<file path="config.mk">
export PLATFORM = sky130hd
export DESIGN_NAME = plso_shifter
export DESIGN_NICKNAME = d
export VERILOG_FILES = /design/src/rtl/plso_pkg.sv /design/src/rtl/plso_gate.sv /design/src/rtl/plso_stages.sv /design/src/rtl/plso_shifter.sv
export SDC_FILE = /design/constraint.sdc
export NUM_CORES = 1
export LEC_CHECK = 0
export CORE_AREA = 2 2 39 41
export CTS_CLUSTER_DIAMETER = 120
export DETAILED_ROUTE_END_ITERATION = 7
export DIE_AREA = 0 0 41 43
export PLACE_DENSITY = 0.77
export SLEW_MARGIN = 25
export SYNTH_ARGS = -nofsm -noshare
export SYNTH_HDL_FRONTEND = slang
export SYNTH_HIERARCHICAL = 1
export SYNTH_SLANG_ARGS = --single-unit
</file>
<file path="constraint.sdc">
create_clock -name clk -period 5.15 [get_ports clk]
set_clock_uncertainty 0.15 [all_clocks]
set_input_delay 1.2875 -clock clk [delete_from_list [all_inputs] [get_ports clk]]
set_output_delay 1.2875 -clock clk [all_outputs]
set_load 0.03 [all_outputs]
</file>
<file path="src/rtl/plso_pkg.sv">
package plso_pkg;
    typedef enum logic [1:0] {
        ACT_HOLD  = 2'd0,
        ACT_LOAD  = 2'd1,
        ACT_SHIFT = 2'd2
    } plso_act_e;
endpackage

</file>
<file path="src/rtl/plso_gate.sv">
module plso_gate (
    input  logic clk,
    input  logic rst_n,
    input  logic sclk_pin,
    input  logic inh_pin,
    output logic gate_rise
);
    typedef struct packed {
        logic level;
    } gate_st_t;

    gate_st_t gate_d, gate_q;
    logic     gate_now;

    always_comb begin
        gate_now     = sclk_pin | inh_pin;
        gate_d.level = gate_now;
        gate_rise    = gate_now & ~gate_q.level;
    end

    always_ff @(posedge clk) begin
        if (!rst_n) begin
            gate_q.level <= 1'b1;
        end else begin
            gate_q <= gate_d;
        end
    end
endmodule

</file>
<file path="src/rtl/plso_stages.sv">
module plso_stages #(
    parameter int WIDTH = 8
) (
    input  logic                 clk,
    input  logic                 rst_n,
    input  plso_pkg::plso_act_e  act,
    input  logic [WIDTH-1:0]     par_in,
    input  logic                 ser_in,
    output logic [WIDTH-1:0]     stages
);
    import plso_pkg::*;

    typedef struct packed {
        logic [WIDTH-1:0] bits;
    } stage_st_t;

    stage_st_t st_d, st_q;

    always_comb begin
        st_d = st_q;
        unique case (act)
            ACT_LOAD:  st_d.bits = par_in;
            ACT_SHIFT: st_d.bits = {st_q.bits[WIDTH-2:0], ser_in};
            default:   st_d.bits = st_q.bits;
        endcase
    end

    always_ff @(posedge clk) begin
        if (!rst_n) begin
            st_q.bits <= '0;
        end else begin
            st_q <= st_d;
        end
    end

    assign stages = st_q.bits;
endmodule

</file>
<file path="src/rtl/plso_shifter.sv">
module plso_shifter #(
    parameter int WIDTH = 8
) (
    input  logic             clk,
    input  logic             rst_n,
    input  logic             sclk_pin,
    input  logic             inh_pin,
    input  logic             load_n,
    input  logic             ser_in,
    input  logic [WIDTH-1:0] par_in,
    output logic             q_out,
    output logic             q_out_n
);
    import plso_pkg::*;

    localparam int MSB = WIDTH - 1;

    logic               gate_rise;
    plso_act_e          act;
    logic [WIDTH-1:0]   stages_q;

    plso_gate u_gate (
        .clk       (clk),
        .rst_n     (rst_n),
        .sclk_pin  (sclk_pin),
        .inh_pin   (inh_pin),
        .gate_rise (gate_rise)
    );

    // load wins over any shift edge
    always_comb begin
        if (!load_n) begin
            act = ACT_LOAD;
        end else if (gate_rise) begin
            act = ACT_SHIFT;
        end else begin
            act = ACT_HOLD;
        end
    end

    plso_stages #(.WIDTH(WIDTH)) u_stages (
        .clk    (clk),
        .rst_n  (rst_n),
        .act    (act),
        .par_in (par_in),
        .ser_in (ser_in),
        .stages (stages_q)
    );

    assign q_out   = stages_q[MSB];
    assign q_out_n = ~stages_q[MSB];
endmodule

</file>
* Word-level counts from Yosys, hierarchy flattened *
Cells that the tools add are included.

word-level totals
  bits in registers = 9
  bits in latches = 0
  bits in writable memories = 0
  ROM bits = 0
  input port bits = 14
  logic and storage cells = 12
  memories kept = 0

cells by class
  $add $sub $neg = 0
  multiply operators = 0
  divide/modulo/power cells = 0
  order comparisons = 0
  equal/unequal tests = 2
  shift operators = 0
  multiplexer cells = 3
  bitwise gates (word level) = 4
  reductions and logical operators = 1

operators by type and width
  kind                                                 count
  one-hot mux 8 bit (2 select lines)                   1
  2-to-1 mux 2 bit                                     2
  equality test 2 x 1 -> 1 bit, second input constant  1
  equality test 2 bit, second input constant           1
  NOT 1 bit                                            2
  nonzero test 2 bit                                   1
  AND 1 bit                                            1
  bitwise OR 1 bit                                     1

* Depth between registers and ports, before layout *
  depth after elaboration = 6
  depth in mapped cells = 6
  depth with buffers taken out = 5

* Hierarchy *
Netlist, hierarchy kept.

modules (own cells, without submodules)
  module        times used  cells each  area each (µm²)  seq. area each (µm²)
  plso_stages   1           37          456.7            160.2
  plso_gate     1           3           38.8             20.0
  plso_shifter  1           3           13.8             0.0

* Least setup slack after synthesis *
No wires, ideal clock.

  kind = input port to flip-flop
  from = in inh_pin
  to = reg u_stages.st_q, in the netlist u_stages/stages[1]
  data arrival time = 2.447 ns
  required time = 4.884 ns
  path slack = 2.437 ns
  stages on the path = 6
  cells stage by stage = o21ba_2 > and2_1 > ha_1 > buf_2 > or2b_1 > o211a_1

on the way
  longest elaborated chain between the ends = 6
  elaborated cells on any way between the ends = 8
  classes of those cells = eq/ne: 2; mux: 3; bitwise: 2; reduce/logical: 1

ends and longest elaborated chain
  item                                                                             line                text
  from (decl)                                                                      plso_shifter.sv:7   input logic inh_pin,
  bitwise OR 1 bit (*)                                                             plso_gate.sv:16     gate_now = sclk_pin | inh_pin;
  AND 1 bit (*)                                                                    plso_gate.sv:18     gate_rise = gate_now & ~gate_q.level;
  2-to-1 mux 2 bit (*)                                                             plso_shifter.sv:34  end else if (gate_rise) begin
  2-to-1 mux 2 bit (*)                                                             plso_shifter.sv:32  if (!load_n) begin
  via act[1]                                                                       plso_shifter.sv:19  plso_act_e act;
  equality test 2 bit / equality test 2 x 1 -> 1 bit (equally long branches)       plso_stages.sv:21   unique case (act)
  one-hot mux 8 bit (2 select lines) / nonzero test 2 bit (equally long branches)  --
  to (signal assigned)                                                             plso_stages.sv:32   st_q <= st_d;
  to (decl)                                                                        plso_stages.sv:17   stage_st_t st_d, st_q;

The timed path passes the listed nets; every way through them passes the cells marked *.
A chain may end at the register's enable or synchronous reset.

* Worst setup path in the final report *
  from = in inh_pin
  to = reg u_stages.st_q, in the netlist u_stages/stages[7]

on the way
  longest elaborated chain between the ends = 6
  elaborated cells on any way between the ends = 8
  classes of those cells = eq/ne: 2; mux: 3; bitwise: 2; reduce/logical: 1

ends and longest elaborated chain
  item                                                                             line                text
  bitwise OR 1 bit (*)                                                             plso_gate.sv:16
  AND 1 bit (*)                                                                    plso_gate.sv:18
  via gate_rise                                                                    plso_shifter.sv:18  logic gate_rise;
  2-to-1 mux 2 bit (*)                                                             plso_shifter.sv:34
  2-to-1 mux 2 bit (*)                                                             plso_shifter.sv:32
  via act[1]                                                                       plso_shifter.sv:19
  equality test 2 bit / equality test 2 x 1 -> 1 bit (equally long branches)       plso_stages.sv:21
  one-hot mux 8 bit (2 select lines) / nonzero test 2 bit (equally long branches)  --

Marked as above.

==> impl_metrics.py <==
metrics = {
    "timing": {
        "hold_viol_final": 0,
        "worst_pin_slew_ps": 524.0,
        "final_max_slew_viol_count": 0,
        "finalSetupViolCount": 0,
        "fin_ws_ps": 2111,
        "final.period_utilization_pct": 59.01,
        "grt_setup_unrepaired": "false",
        "fmax_mhz": 329.1,
        "fin_crit_ps": 3039,
        "setup_tns_ps": 0,
        "relSlewSlack_pct": 65.07,
    },
    "clock_network": {
        "cts_resized": 0,
        "cts_buffers": 3,
        "cts_max_level": 1,
        "cts-root-buf": "clkbuf_4",
        "tritoncts_num_sinks": 9,
        "cts_tree": "built",
        "clk_pin_slew_worst_paths_ps": 60,
        "clk_path_buf_depth": 2,
        "insertion_delay_ps": 250,
        "cts_hold_buf": 0,
        "post_cts_buffers": 0,
    },
    "worst_setup_path": {
        "cp.depth": 6,
        "cp_max_fo": 8,
        "cp-end-kind": "register",
        "cpPeakStageDelay_ps": 480,
        "cp_data_arrival_time_ps": 3040,
        "startpoint_type": "primary input",
        "path_cells": "clkdlybuf4s50_1 -> o21ba_2 -> and2_1 -> ha_1 -> mux2_4 -> o211a_1",
        "crit_required_ps": 5150,
        "r2r_cells": 5,
        "critPathBufInv": 1,
        "cpMaxStageDelayCell": "ha_1",
        "critPathTopFamily": "adder cells",
        "criticalPathCategory": "in -> reg",
    },
    "synth": {
        "synth_compound_area_share_pct": 17.69,
        "syn_area_um2": 509.2,
        "ys_seq_elements": 9,
        "yosys.area_share.adder_pct": 2.457,
        "synth_cells": 43,
        "yosys.area_share.simple_pct": 14.74,
        "yosysUniqueCellTypes": 12,
        "synth_top_family_by_area": "multiplexers",
        "avgSynthCellArea_um2": 11.84,
        "synthMuxAreaShare_pct": 23.59,
        "synthXorXnorAreaFrac_pct": 0,
        "synth-warning-count": 6,
        "synth_nets": 58,
        "ys_seq_area_share_pct": 35.38,
    },
    "global_route": {
        "grt_use_total_pct": 11.82,
        "grt_max_degree": 17,
        "grt_antenna_before_repair": 0,
        "grt_pass1_wl_mm": 1.331,
        "grt_pass1_vias": 334,
        "overflow": 0,
    },
    "floorplanning": {
        "pin_count": 16,
        "core_region_area_mm2": 0.001384,
        "start_util_pct": 36.80,
        "dieArea_mm2": 0.001763,
        "die_w_um": 41,
        "die_h_um": 43,
        "num_rows": 14,
    },
    "hold_path": {
        "holdPathStages": 2,
        "min_path_type": "reg -> reg",
    },
    "finish": {
        "area_growth_pct": 34.64,
        "nets": 75,
        "fillers": 145,
        "fin_cells": 75,
        "drive_above_1_share_pct": 20.34,
        "n_antenna_cell": 0,
    },
    "drt": {
        "via_per_inst": 4.787,
        "drc": 0,
        "wire_per_inst_um": 10.89,
        "antenna_left": 0,
        "drtPass1Iterations": 2,
        "vias": 359,
        "routed_wl_um": 817,
        "drt_iter0_drc": 3,
    },
    "placed_design": {
        "pre_cts_slack_ps": 1827,
        "dp_hpwl_um": 587.3,
        "gp_congestion": 0.5677,
        "io_buffers": 15,
        "dp_cells": 71,
    },
    "job": {
        "maxCapViolCount": 0,
    },
    "outcome": {
        "status": "finished, final reports clean",
    },
    "power": {
        "power_leakage_nw": 0.3549,
        "p_per_area_mw_per_mm2": 244.2,
        "vdd_ir_drop_max_uv": 106.0,
        "total_power_w": 0.0001674,
    },
}
-- final timing paths --
kind                                         start                 end  slack [ps]
worst max-delay path                       inh_pin  u_stages/stages[7]        2110
worst min-delay path            u_stages/stages[1]  u_stages/stages[1]         420
worst max register to register       u_gate/gate_q  u_stages/stages[7]        3250
worst min register to register  u_stages/stages[1]  u_stages/stages[1]         420
-- tightest hold or removal path: stages, from the launching register on --
cell and delay [ps]:
dfxtp_1 320, or2b_1 90, o211a_1 130
-- cells in the final DEF, fill, tap and decap left out --
cell type | synthesis | layout
and2_1 | 1 | 1
clkbuf_1 | 0 | 1
or3b_1 | 1 | 1
clkdlybuf4s50_1 | 0 | 15
mux2_4 | 8 | 8
or2b_1 | 8 | 8
clkbuf_4 | 0 | 3
o211a_1 | 8 | 8
dfxtp_1 | 9 | 9
inv_1 | 3 | 3
ha_1 | 1 | 1
o21ba_2 | 1 | 1
-- metrics by stage --
stage          hold slack, ps  cell area (um^2)  util (%)
2_1_floorplan           388.8             509.2         -
3_3_place_gp            401.9             659.4     47.65
3_5_place_dp            404.6             659.4     47.65
4_1_cts                 425.6             685.7     49.55
5_1_grt                 442.5             685.7     49.55
6_report                420.4             685.7     49.55
-- synthesized netlist by cell type --
cell type  instances  area, um^2
o211a_1            8       80.08
or2b_1             8       60.06
inv_1              3       11.26
dfxtp_1            9       180.2
buf_2              1       5.000
mux2_4             8       120.1
or3b_1             1       8.760
o21ba_2            1       10.01
buf_6              1       11.26
and2_1             1       6.260
ha_1               1       12.51
buf_1              1       3.750
-- registers in the layout, summed over array words and instances, names as in the netlist --
name	flops
u_gate/gate_q	1
u_stages/stages	8
-- metal layers --
metal	share of wire (%)	GRT usage, %	vias to the layer above	wire length [um]
li1	-	-	186	-
met1	47	13.44	160	382
met2	42	16.56	13	340
met3	11	5.759	0	93
met4	0	8.000	0	0
met5	0	0	-	0
-- cell type report --
cell class                 instances  area, um^2  share of cell area [%]
multi-input combinational         28       297.8                   43.43
clock buffer                       4       26.28                   3.832
inverter                           3       11.26                   1.642
tap                               16       20.02                   2.920
timing repair buffer              15       150.1                   21.90
sequential                         9       180.2                   26.28
-- logic make-up after synthesis --
| family | Yosys count |
|---|---|
| AOI/OAI and AO/OA | 9 |
| adders and majority gates | 1 |
| buffers and inverters | 6 |
| DFF | 9 |
| muxes | 8 |
| and+or+nand+nor | 10 |
-- power by group --
group / switching, W / internal (W) / leakage [nW]
Combinational: 0.0000121 / 0.0000240 / 0.265
Sequential: 0.00000225 / 0.0000752 / 0.0748
Clock: 0.0000240 / 0.0000298 / 0.0150
Power figures use the tool's default switching activity.
